[src/rtl/regmove_pkg.sv]
package regmove_pkg;
  localparam int IDX_W = 3;
  localparam int NSLOT = 1 << IDX_W;
  localparam logic [IDX_W-1:0] SLOT_MEM = 3'd6;
  localparam logic [IDX_W-1:0] SLOT_H   = 3'd4;
  localparam logic [IDX_W-1:0] SLOT_L   = 3'd5;
  localparam logic [7:0]       OP_HALT  = 8'h76;
  localparam logic [1:0]       GROUP_TAG = 2'b01;

  typedef enum logic [1:0] {
    ST_IDLE = 2'd0,
    ST_MRD  = 2'd1,
    ST_MWR  = 2'd2
  } seq_state_e;

  typedef struct packed {
    logic             in_group;
    logic             is_halt;
    logic [IDX_W-1:0] src;
    logic [IDX_W-1:0] dst;
    logic             src_mem;
    logic             dst_mem;
  } dec_t;
endpackage

[src/rtl/regmove_decode.sv]
module regmove_decode
  import regmove_pkg::*;
(
  input  logic [7:0] opcode,
  output dec_t       dec
);
  logic tag_hit;

  always_comb begin
    tag_hit      = (opcode[7:6] == GROUP_TAG);
    dec.is_halt  = (opcode == OP_HALT);
    dec.in_group = tag_hit && !dec.is_halt;
    dec.src      = opcode[2:0];
    dec.dst      = opcode[5:3];
    dec.src_mem  = (opcode[2:0] == SLOT_MEM);
    dec.dst_mem  = (opcode[5:3] == SLOT_MEM);
  end

  always_comb begin
    AST_HALT_OUTSIDE: assert (!(dec.in_group && dec.src_mem && dec.dst_mem));
  end
endmodule

[src/rtl/regmove_regfile.sv]
module regmove_regfile
  import regmove_pkg::*;
#(
  parameter int DATA_W = 8
) (
  input  logic                clk,
  input  logic                rst_n,
  input  logic                ex_we,
  input  logic [IDX_W-1:0]    ex_idx,
  input  logic [DATA_W-1:0]   ex_data,
  input  logic                ld_en,
  input  logic [IDX_W-1:0]    ld_idx,
  input  logic [DATA_W-1:0]   ld_data,
  input  logic [IDX_W-1:0]    src_idx,
  output logic [DATA_W-1:0]   src_data,
  input  logic [IDX_W-1:0]    peek_idx,
  output logic [DATA_W-1:0]   peek_data,
  output logic [2*DATA_W-1:0] hl_addr
);
  logic [NSLOT-1:0][DATA_W-1:0] slot_q;

  for (genvar g = 0; g < NSLOT; g++) begin : g_slot
    if (g == int'(SLOT_MEM)) begin : g_hole
      assign slot_q[g] = '0;
    end else begin : g_reg
      logic              hit_ex;
      logic              hit_ld;
      logic              we;
      logic [DATA_W-1:0] d;
      logic [DATA_W-1:0] q;

      always_comb begin
        hit_ex = ex_we && (ex_idx == IDX_W'(g));
        hit_ld = ld_en && (ld_idx == IDX_W'(g));
        we     = hit_ex || hit_ld;
        d      = hit_ex ? ex_data : ld_data;
      end

      always_ff @(posedge clk or negedge rst_n) begin
        if (!rst_n) begin
          q <= '0;
        end else if (we) begin
          q <= d;
        end
      end

      assign slot_q[g] = q;
    end
  end

  assign src_data  = slot_q[src_idx];
  assign peek_data = slot_q[peek_idx];
  assign hl_addr   = {slot_q[SLOT_H], slot_q[SLOT_L]};
endmodule

[src/rtl/regmove_seq.sv]
module regmove_seq
  import regmove_pkg::*;
#(
  parameter int CNT_W = 16
) (
  input  logic             clk,
  input  logic             rst_n,
  input  logic             op_valid,
  input  dec_t             dec,
  output logic             ready,
  output logic             ex_we,
  output logic             ex_from_mem,
  output logic [IDX_W-1:0] ex_idx,
  output logic [IDX_W-1:0] rd_idx,
  output logic             mem_rd,
  output logic             mem_wr,
  output logic             done,
  output logic [1:0]       used_mc,
  output logic             halted,
  output logic [CNT_W-1:0] cyc_cnt
);
  seq_state_e       state_q, state_d;
  logic             halted_q, halted_d;
  logic             done_q, done_d;
  logic [1:0]       used_q, used_d;
  logic             used_en;
  logic [CNT_W-1:0] cnt_q;
  logic             cnt_en;
  logic [IDX_W-1:0] lat_src_q, lat_dst_q;
  logic             lat_en;
  logic             accept, go, halt_go;

  always_comb begin
    ready   = (state_q == ST_IDLE) && !halted_q;
    accept  = ready && op_valid;
    go      = accept && dec.in_group;
    halt_go = accept && dec.is_halt;
  end

  // next-state
  always_comb begin
    state_d     = state_q;
    halted_d    = halted_q;
    done_d      = 1'b0;
    used_d      = used_q;
    used_en     = 1'b0;
    cnt_en      = 1'b0;
    lat_en      = 1'b0;
    ex_we       = 1'b0;
    ex_from_mem = 1'b0;
    ex_idx      = dec.dst;
    rd_idx      = dec.src;
    mem_rd      = 1'b0;
    mem_wr      = 1'b0;
    unique case (state_q)
      ST_IDLE: begin
        if (go) begin
          lat_en = 1'b1;
          cnt_en = 1'b1;
          if (dec.src_mem) begin
            mem_rd  = 1'b1;
            state_d = ST_MRD;
          end else if (dec.dst_mem) begin
            state_d = ST_MWR;
          end else begin
            ex_we   = 1'b1;
            done_d  = 1'b1;
            used_d  = 2'd1;
            used_en = 1'b1;
          end
        end else if (halt_go) begin
          halted_d = 1'b1;
          done_d   = 1'b1;
          used_d   = 2'd1;
          used_en  = 1'b1;
          cnt_en   = 1'b1;
        end
      end
      ST_MRD: begin
        ex_we       = 1'b1;
        ex_from_mem = 1'b1;
        ex_idx      = lat_dst_q;
        done_d      = 1'b1;
        used_d      = 2'd2;
        used_en     = 1'b1;
        cnt_en      = 1'b1;
        state_d     = ST_IDLE;
      end
      ST_MWR: begin
        rd_idx  = lat_src_q;
        mem_wr  = 1'b1;
        done_d  = 1'b1;
        used_d  = 2'd2;
        used_en = 1'b1;
        cnt_en  = 1'b1;
        state_d = ST_IDLE;
      end
      default: state_d = ST_IDLE;
    endcase
  end

  // registers
  always_ff @(posedge clk or negedge rst_n) begin
    if (!rst_n) begin
      state_q  <= ST_IDLE;
      halted_q <= 1'b0;
      done_q   <= 1'b0;
    end else begin
      state_q  <= state_d;
      halted_q <= halted_d;
      done_q   <= done_d;
    end
  end

  always_ff @(posedge clk or negedge rst_n) begin
    if (!rst_n) begin
      used_q <= 2'd0;
    end else if (used_en) begin
      used_q <= used_d;
    end
  end

  always_ff @(posedge clk or negedge rst_n) begin
    if (!rst_n) begin
      cnt_q <= '0;
    end else if (cnt_en) begin
      cnt_q <= cnt_q + CNT_W'(1);
    end
  end

  always_ff @(posedge clk or negedge rst_n) begin
    if (!rst_n) begin
      lat_src_q <= '0;
      lat_dst_q <= '0;
    end else if (lat_en) begin
      lat_src_q <= dec.src;
      lat_dst_q <= dec.dst;
    end
  end

  assign done    = done_q;
  assign used_mc = used_q;
  assign halted  = halted_q;
  assign cyc_cnt = cnt_q;

  AST_MEM_EXCLUSIVE: assert property (@(posedge clk) disable iff (!rst_n)
    !(mem_rd && mem_wr));
  AST_HALT_STICKY: assert property (@(posedge clk) disable iff (!rst_n)
    halted_q |=> halted_q);
  AST_HALT_QUIET: assert property (@(posedge clk) disable iff (!rst_n)
    halted_q |-> (!mem_rd && !mem_wr && !ex_we));
  AST_RD_THEN_LOAD: assert property (@(posedge clk) disable iff (!rst_n)
    mem_rd |=> (ex_we && ex_from_mem));
  AST_WR_THEN_IDLE: assert property (@(posedge clk) disable iff (!rst_n)
    mem_wr |=> (state_q == ST_IDLE));
  AST_BUSY_NOT_READY: assert property (@(posedge clk) disable iff (!rst_n)
    (state_q != ST_IDLE) |-> !ready);
  AST_CNT_STEP: assert property (@(posedge clk) disable iff (!rst_n)
    (cnt_q == $past(cnt_q)) || (cnt_q == CNT_W'($past(cnt_q) + CNT_W'(1))));
  AST_DONE_COST: assert property (@(posedge clk) disable iff (!rst_n)
    done_q |-> (used_q == 2'd1 || used_q == 2'd2));
endmodule

[src/rtl/regmove_core.sv]
module regmove_core
  import regmove_pkg::*;
#(
  parameter int DATA_W = 8,
  parameter int CNT_W  = 16
) (
  input  logic                clk,
  input  logic                rst_n,
  input  logic                op_valid,
  input  logic [7:0]          opcode,
  output logic                op_ready,
  output logic                done,
  output logic [1:0]          mcycles,
  output logic                halted,
  output logic [CNT_W-1:0]    cycle_count,
  output logic [2*DATA_W-1:0] mem_addr,
  output logic                mem_rd,
  output logic                mem_wr,
  output logic [DATA_W-1:0]   mem_wdata,
  input  logic [DATA_W-1:0]   mem_rdata,
  input  logic                ld_en,
  input  logic [2:0]          ld_idx,
  input  logic [DATA_W-1:0]   ld_data,
  input  logic [2:0]          peek_idx,
  output logic [DATA_W-1:0]   peek_data
);
  logic [1:0]        rst_pipe;
  logic              rst_n_int;
  dec_t              dec;
  logic              ex_we, ex_from_mem;
  logic [IDX_W-1:0]  ex_idx, rd_idx;
  logic [DATA_W-1:0] src_data, ex_data;

  always_ff @(posedge clk or negedge rst_n) begin
    if (!rst_n) begin
      rst_pipe <= 2'b00;
    end else begin
      rst_pipe <= {rst_pipe[0], 1'b1};
    end
  end
  assign rst_n_int = rst_pipe[1];

  regmove_decode i_dec (
    .opcode (opcode),
    .dec    (dec)
  );

  regmove_seq #(.CNT_W(CNT_W)) i_seq (
    .clk         (clk),
    .rst_n       (rst_n_int),
    .op_valid    (op_valid),
    .dec         (dec),
    .ready       (op_ready),
    .ex_we       (ex_we),
    .ex_from_mem (ex_from_mem),
    .ex_idx      (ex_idx),
    .rd_idx      (rd_idx),
    .mem_rd      (mem_rd),
    .mem_wr      (mem_wr),
    .done        (done),
    .used_mc     (mcycles),
    .halted      (halted),
    .cyc_cnt     (cycle_count)
  );

  assign ex_data = ex_from_mem ? mem_rdata : src_data;

  regmove_regfile #(.DATA_W(DATA_W)) i_rf (
    .clk       (clk),
    .rst_n     (rst_n_int),
    .ex_we     (ex_we),
    .ex_idx    (ex_idx),
    .ex_data   (ex_data),
    .ld_en     (ld_en),
    .ld_idx    (ld_idx),
    .ld_data   (ld_data),
    .src_idx   (rd_idx),
    .src_data  (src_data),
    .peek_idx  (peek_idx),
    .peek_data (peek_data),
    .hl_addr   (mem_addr)
  );

  assign mem_wdata = src_data;

  AST_WR_ADDR_STABLE: assert property (@(posedge clk) disable iff (!rst_n_int)
    mem_wr |-> $stable(mem_addr));
endmodule

[config.mk]
export PLATFORM = sky130hd
export DESIGN_NAME = regmove_core
export DESIGN_NICKNAME = d
export VERILOG_FILES = /design/src/rtl/regmove_pkg.sv /design/src/rtl/regmove_decode.sv /design/src/rtl/regmove_regfile.sv /design/src/rtl/regmove_seq.sv /design/src/rtl/regmove_core.sv
export SDC_FILE = /design/constraint.sdc
export NUM_CORES = 1
export LEC_CHECK = 0
export BUFFER_PORTS_ARGS = -buffer_cell sky130_fd_sc_hd__buf_2
export CORE_MARGIN = 5
export CORE_UTILIZATION = 25
export DETAILED_ROUTE_END_ITERATION = 8
export PLACE_DENSITY = 0.55
export SLEW_MARGIN = 20
export SYNTH_ARGS = -nofsm -noshare
export SYNTH_HDL_FRONTEND = slang
export SYNTH_SLANG_ARGS = --single-unit
[constraint.sdc]
create_clock -name clk -period 2.6 [get_ports clk]
set_clock_uncertainty 0.05 [all_clocks]
set_input_delay 0.13 -clock clk [delete_from_list [all_inputs] [get_ports clk]]
set_output_delay 0.13 -clock clk [all_outputs]
set_load 0.1 [all_outputs]
==> flow_summary.yaml <==
synthesis:
  synth_top_area_share_pct: 38.15
  async_reset_ff_share_pct: 100.0
  ys.flop_type: "dfrtp_1"
  synth-seq-area-share_pct: 38.15
  syn_nets: 636
  synth_area_per_cell_um2: 9.448
  synth_edf_count: 0
  synth-seq-cells: 86
  syn_area_um2: 5640
  synthCells: 597
  synth_cell_type_count: 60
  yosys-top-cells-area: "dfrtp_1, mux2_2, a21oi_1, a211oi_1, nor2_1"
  yosys.area.top_type: "dfrtp_1"
  yosys_warnings: 0
drt:
  wl_per_cell_um: 19.40
  drt_iter0_drc: 519
  vias: 5155
  routed_wl_mm: 19.32
  first_pass_iters: 5
  post-route-drc-count: 0
  via_per_inst: 5.176
  antenna_left: 0
finish:
  area_delta_synth_final_pct: 31.17
  final_cell_mix: "dfrtp_1, buf_2, nor2_1"
  nNetsFinal: 746
  antenna_cells: 0
  fin_util_pct: 32.98
  mostFrequentLayoutCell: "dfrtp_1"
  final_layout_size_suffix_gt1_share_pct: 35.58
worst_setup_path:
  r2r_setup_slack_ns: 0.07
  cpMostUsedCell: "buf_4"
  arrival_ns: 2.40
  reg2reg_from: "i_seq.state_q[1]$_DFFE_PN0P_"
  endpoint_kind: "output port"
  cpPeakStageDelay_ns: 0.39
  critPathKind: "reg -> out"
  worstPathMaxFanout: 9
  crit_slowest_cell: "dfrtp_1"
  r2r_end: "i_rf.g_slot[0].g_reg.q[3]$_DFFE_PN0P_"
  cp_cell_sequence: "inv_2 > ha_4 > mux2i_1 > buf_4 > nor2_1 > a22oi_1 > o2bb2ai_4 > buf_4"
  r2r_cells: 10
  critPathRequiredTime_ns: 2.42
  cp-start-kind: "flop"
worst_hold_path:
  hp-class: "in -> async"
placement:
  gp_congestion: 0.8428
  pre_cts_ws_ns: 0.01487
  portBuffers: 88
  hpwl_mm: 14.02
cts:
  cts_tree: "yes"
  clk_path_buf_depth: 2
  root_buffer: "clkbuf_16"
  numCtsBuffers: 9
  ctsHtreeMaxLevel: 3
  worst_skew_pair.late_latency_ns: 0.35
  cts.sinks: 86
  cts.clk_slew.worst_paths_ns: 0.06
power_and_ir_drop:
  ir_drop_mv: 0.3938
  p_per_area_nw_per_um2: 912.4
  power_leakage_nw: 3.163
floorplan:
  die_w_um: 160.2
  rows: 55
  initial_utilization_pct: 25.14
  die-area_um2: 25670
  core-area_um2: 22430
  die_y_um: 160.2
  ioPinCount: 89
sta:
  worstMarginPinSlew_ns: 0.7491
  final.period_utilization_pct: 99.10
  finalHoldViolCount: 0
  slew_headroom_pct: 50.01
  drv_slew: 0
  setup_violations: 0
  layout_setup_ws_ns: 0.02335
  fin_crit_ns: 2.577
  rsz0062_at_grt: "true"
  maxClockFrequency_mhz: 388.1
global_routing:
  grt_max_degree: 36
  grt_pass1_vias: 4933
  grt_usage_pct: 14.90
  antenna_found_initial: 0
  grt_pass1_wl_mm: 30.02
  overflow: 0
run:
  cap_violations: 0
status:
  outcome: "finished clean"
## routing by layer
metal / up-vias / GRT usage (%) / wire (um)
met4: 0 / 4.302 / 341
met2: 171 / 23.49 / 8950
li1: 2415 / - / -
met5: - / 0 / 0
met3: 26 / 2.477 / 1110
met1: 2543 / 21.08 / 8917
## power breakdown
part | leakage, nW | internal (W) | total, W | switching [W]
sequential | 1.06 | 0.00165 | 0.00202 | 0.000378
combinational | 1.94 | 0.00102 | 0.00330 | 0.00228
clock | 0.159 | 0.000867 | 0.00142 | 0.000555
total | 3.16 | 0.00353 | 0.00675 | 0.00322
## critical path, delay by kind of cell, from the launching register on
family	cells	cell delay (ns)
compound gates	2	0.39
fa+ha+maj	1	0.20
buf+inv	3	0.60
flops	1	0.39
mux	1	0.09
simple gates	1	0.38
## stage by stage
step	total power (W)	setup TNS [ns]	cells	hold slack, ns	instance area, um^2
after floorplan	0.004432	-21.08	597	-0.2156	5781
after global placement	0.005197	0	968	-0.1351	6830
after detailed placement	0.005213	0	968	-0.1337	6830
after CTS	0.006717	-0.003533	994	0.03306	7287
after global routing	0.007066	-0.5216	996	0.06486	7398
final	0.006750	0	996	0.04949	7398
## how the worst max path moves through the flow
stage	startpoint	to	slack, ns
finish	i_seq.state_q[0]$_DFFE_PN0P_	mem_wdata[1]	0.02
global route	i_seq.state_q[0]$_DFFE_PN0P_	mem_wdata[4]	-0.06
CTS	i_seq.state_q[1]$_DFFE_PN0P_	mem_wdata[0]	-0.004
detailed placement	i_seq.state_q[0]$_DFFE_PN0P_	i_rf.g_slot[3].g_reg.q[4]$_DFFE_PN0P_	0.01
global placement	i_seq.state_q[0]$_DFFE_PN0P_	i_rf.g_slot[4].g_reg.q[0]$_DFFE_PN0P_	0.08
floorplan	i_seq.state_q[0]$_DFFE_PN0P_	i_rf.g_slot[0].g_reg.q[0]$_DFFE_PN0P_	-0.55
## Yosys cell counts, drive strengths merged (3+ instances only)
library cell  instances
a31oi                 9
nand2                33
nor4                  6
a21oi                66
nor2                 63
a211oi               40
xnor2                11
o211a                 5
nand3b                3
o211ai                4
and3                  3
nand4                 3
a22oi                 9
a21o                  3
o22ai                 5
mux2                 34
nor2b                35
o221a                 5
xor2                  5
mux4                  8
o21ai                22
nand2b                5
nor3                 10
and2                  8
dfrtp                86
nor3b                 3
buf                  21
o21bai                6
mux2i                18
ha                    5
inv                  14
clkbuf               18
nand3                 9
## area by class of cell
class | instances | area (um^2)
Clock buffer | 10 | 239.0
Clock inverter | 5 | 82.58
Fill cell | 2317 | 15040
Inverter | 14 | 52.55
Multi-Input combinational cell | 458 | 3518
Sequential cell | 86 | 2157
Tap cell | 285 | 356.6
Timing Repair Buffer | 138 | 992.2
## cell families (layout without fill, tap and decap cells)
family / after synthesis / count (layout) / synth area share (%)
multiplexers: 60 / 60 / 14.80
flip-flops: 86 / 86 / 38.15
AND/OR/NAND/NOR: 187 / 187 / 16.57
AO/OA/AOI/OAI: 189 / 189 / 22.52
other: 1 / 1 / 0.06648
buffers and inverters: 53 / 167 / 4.303
adder cells (fa/ha/maj): 5 / 5 / 1.109
XOR/XNOR: 16 / 16 / 2.484
## state kept, by name, indices dropped and copies added (netlist names)
register             cells
i_rf.g_slot.g_reg.q     56
i_seq.cyc_cnt           16
i_seq.done               1
i_seq.halted             1
i_seq.lat_dst_q          3
i_seq.lat_src_q          3
i_seq.state_q            2
i_seq.used_mc            2
rst_pipe                 2
## repair_timing
action                                  in CTS  in global routing
gates resized for setup                     11                 17
endpoints found under the setup margin       7                 29
hold endpoints to repair                     3                  0
hold buffers                                 2                  0
buffers inserted                             9                  2
pin swaps                                    5                  7
(Power assumes the default switching activity.)
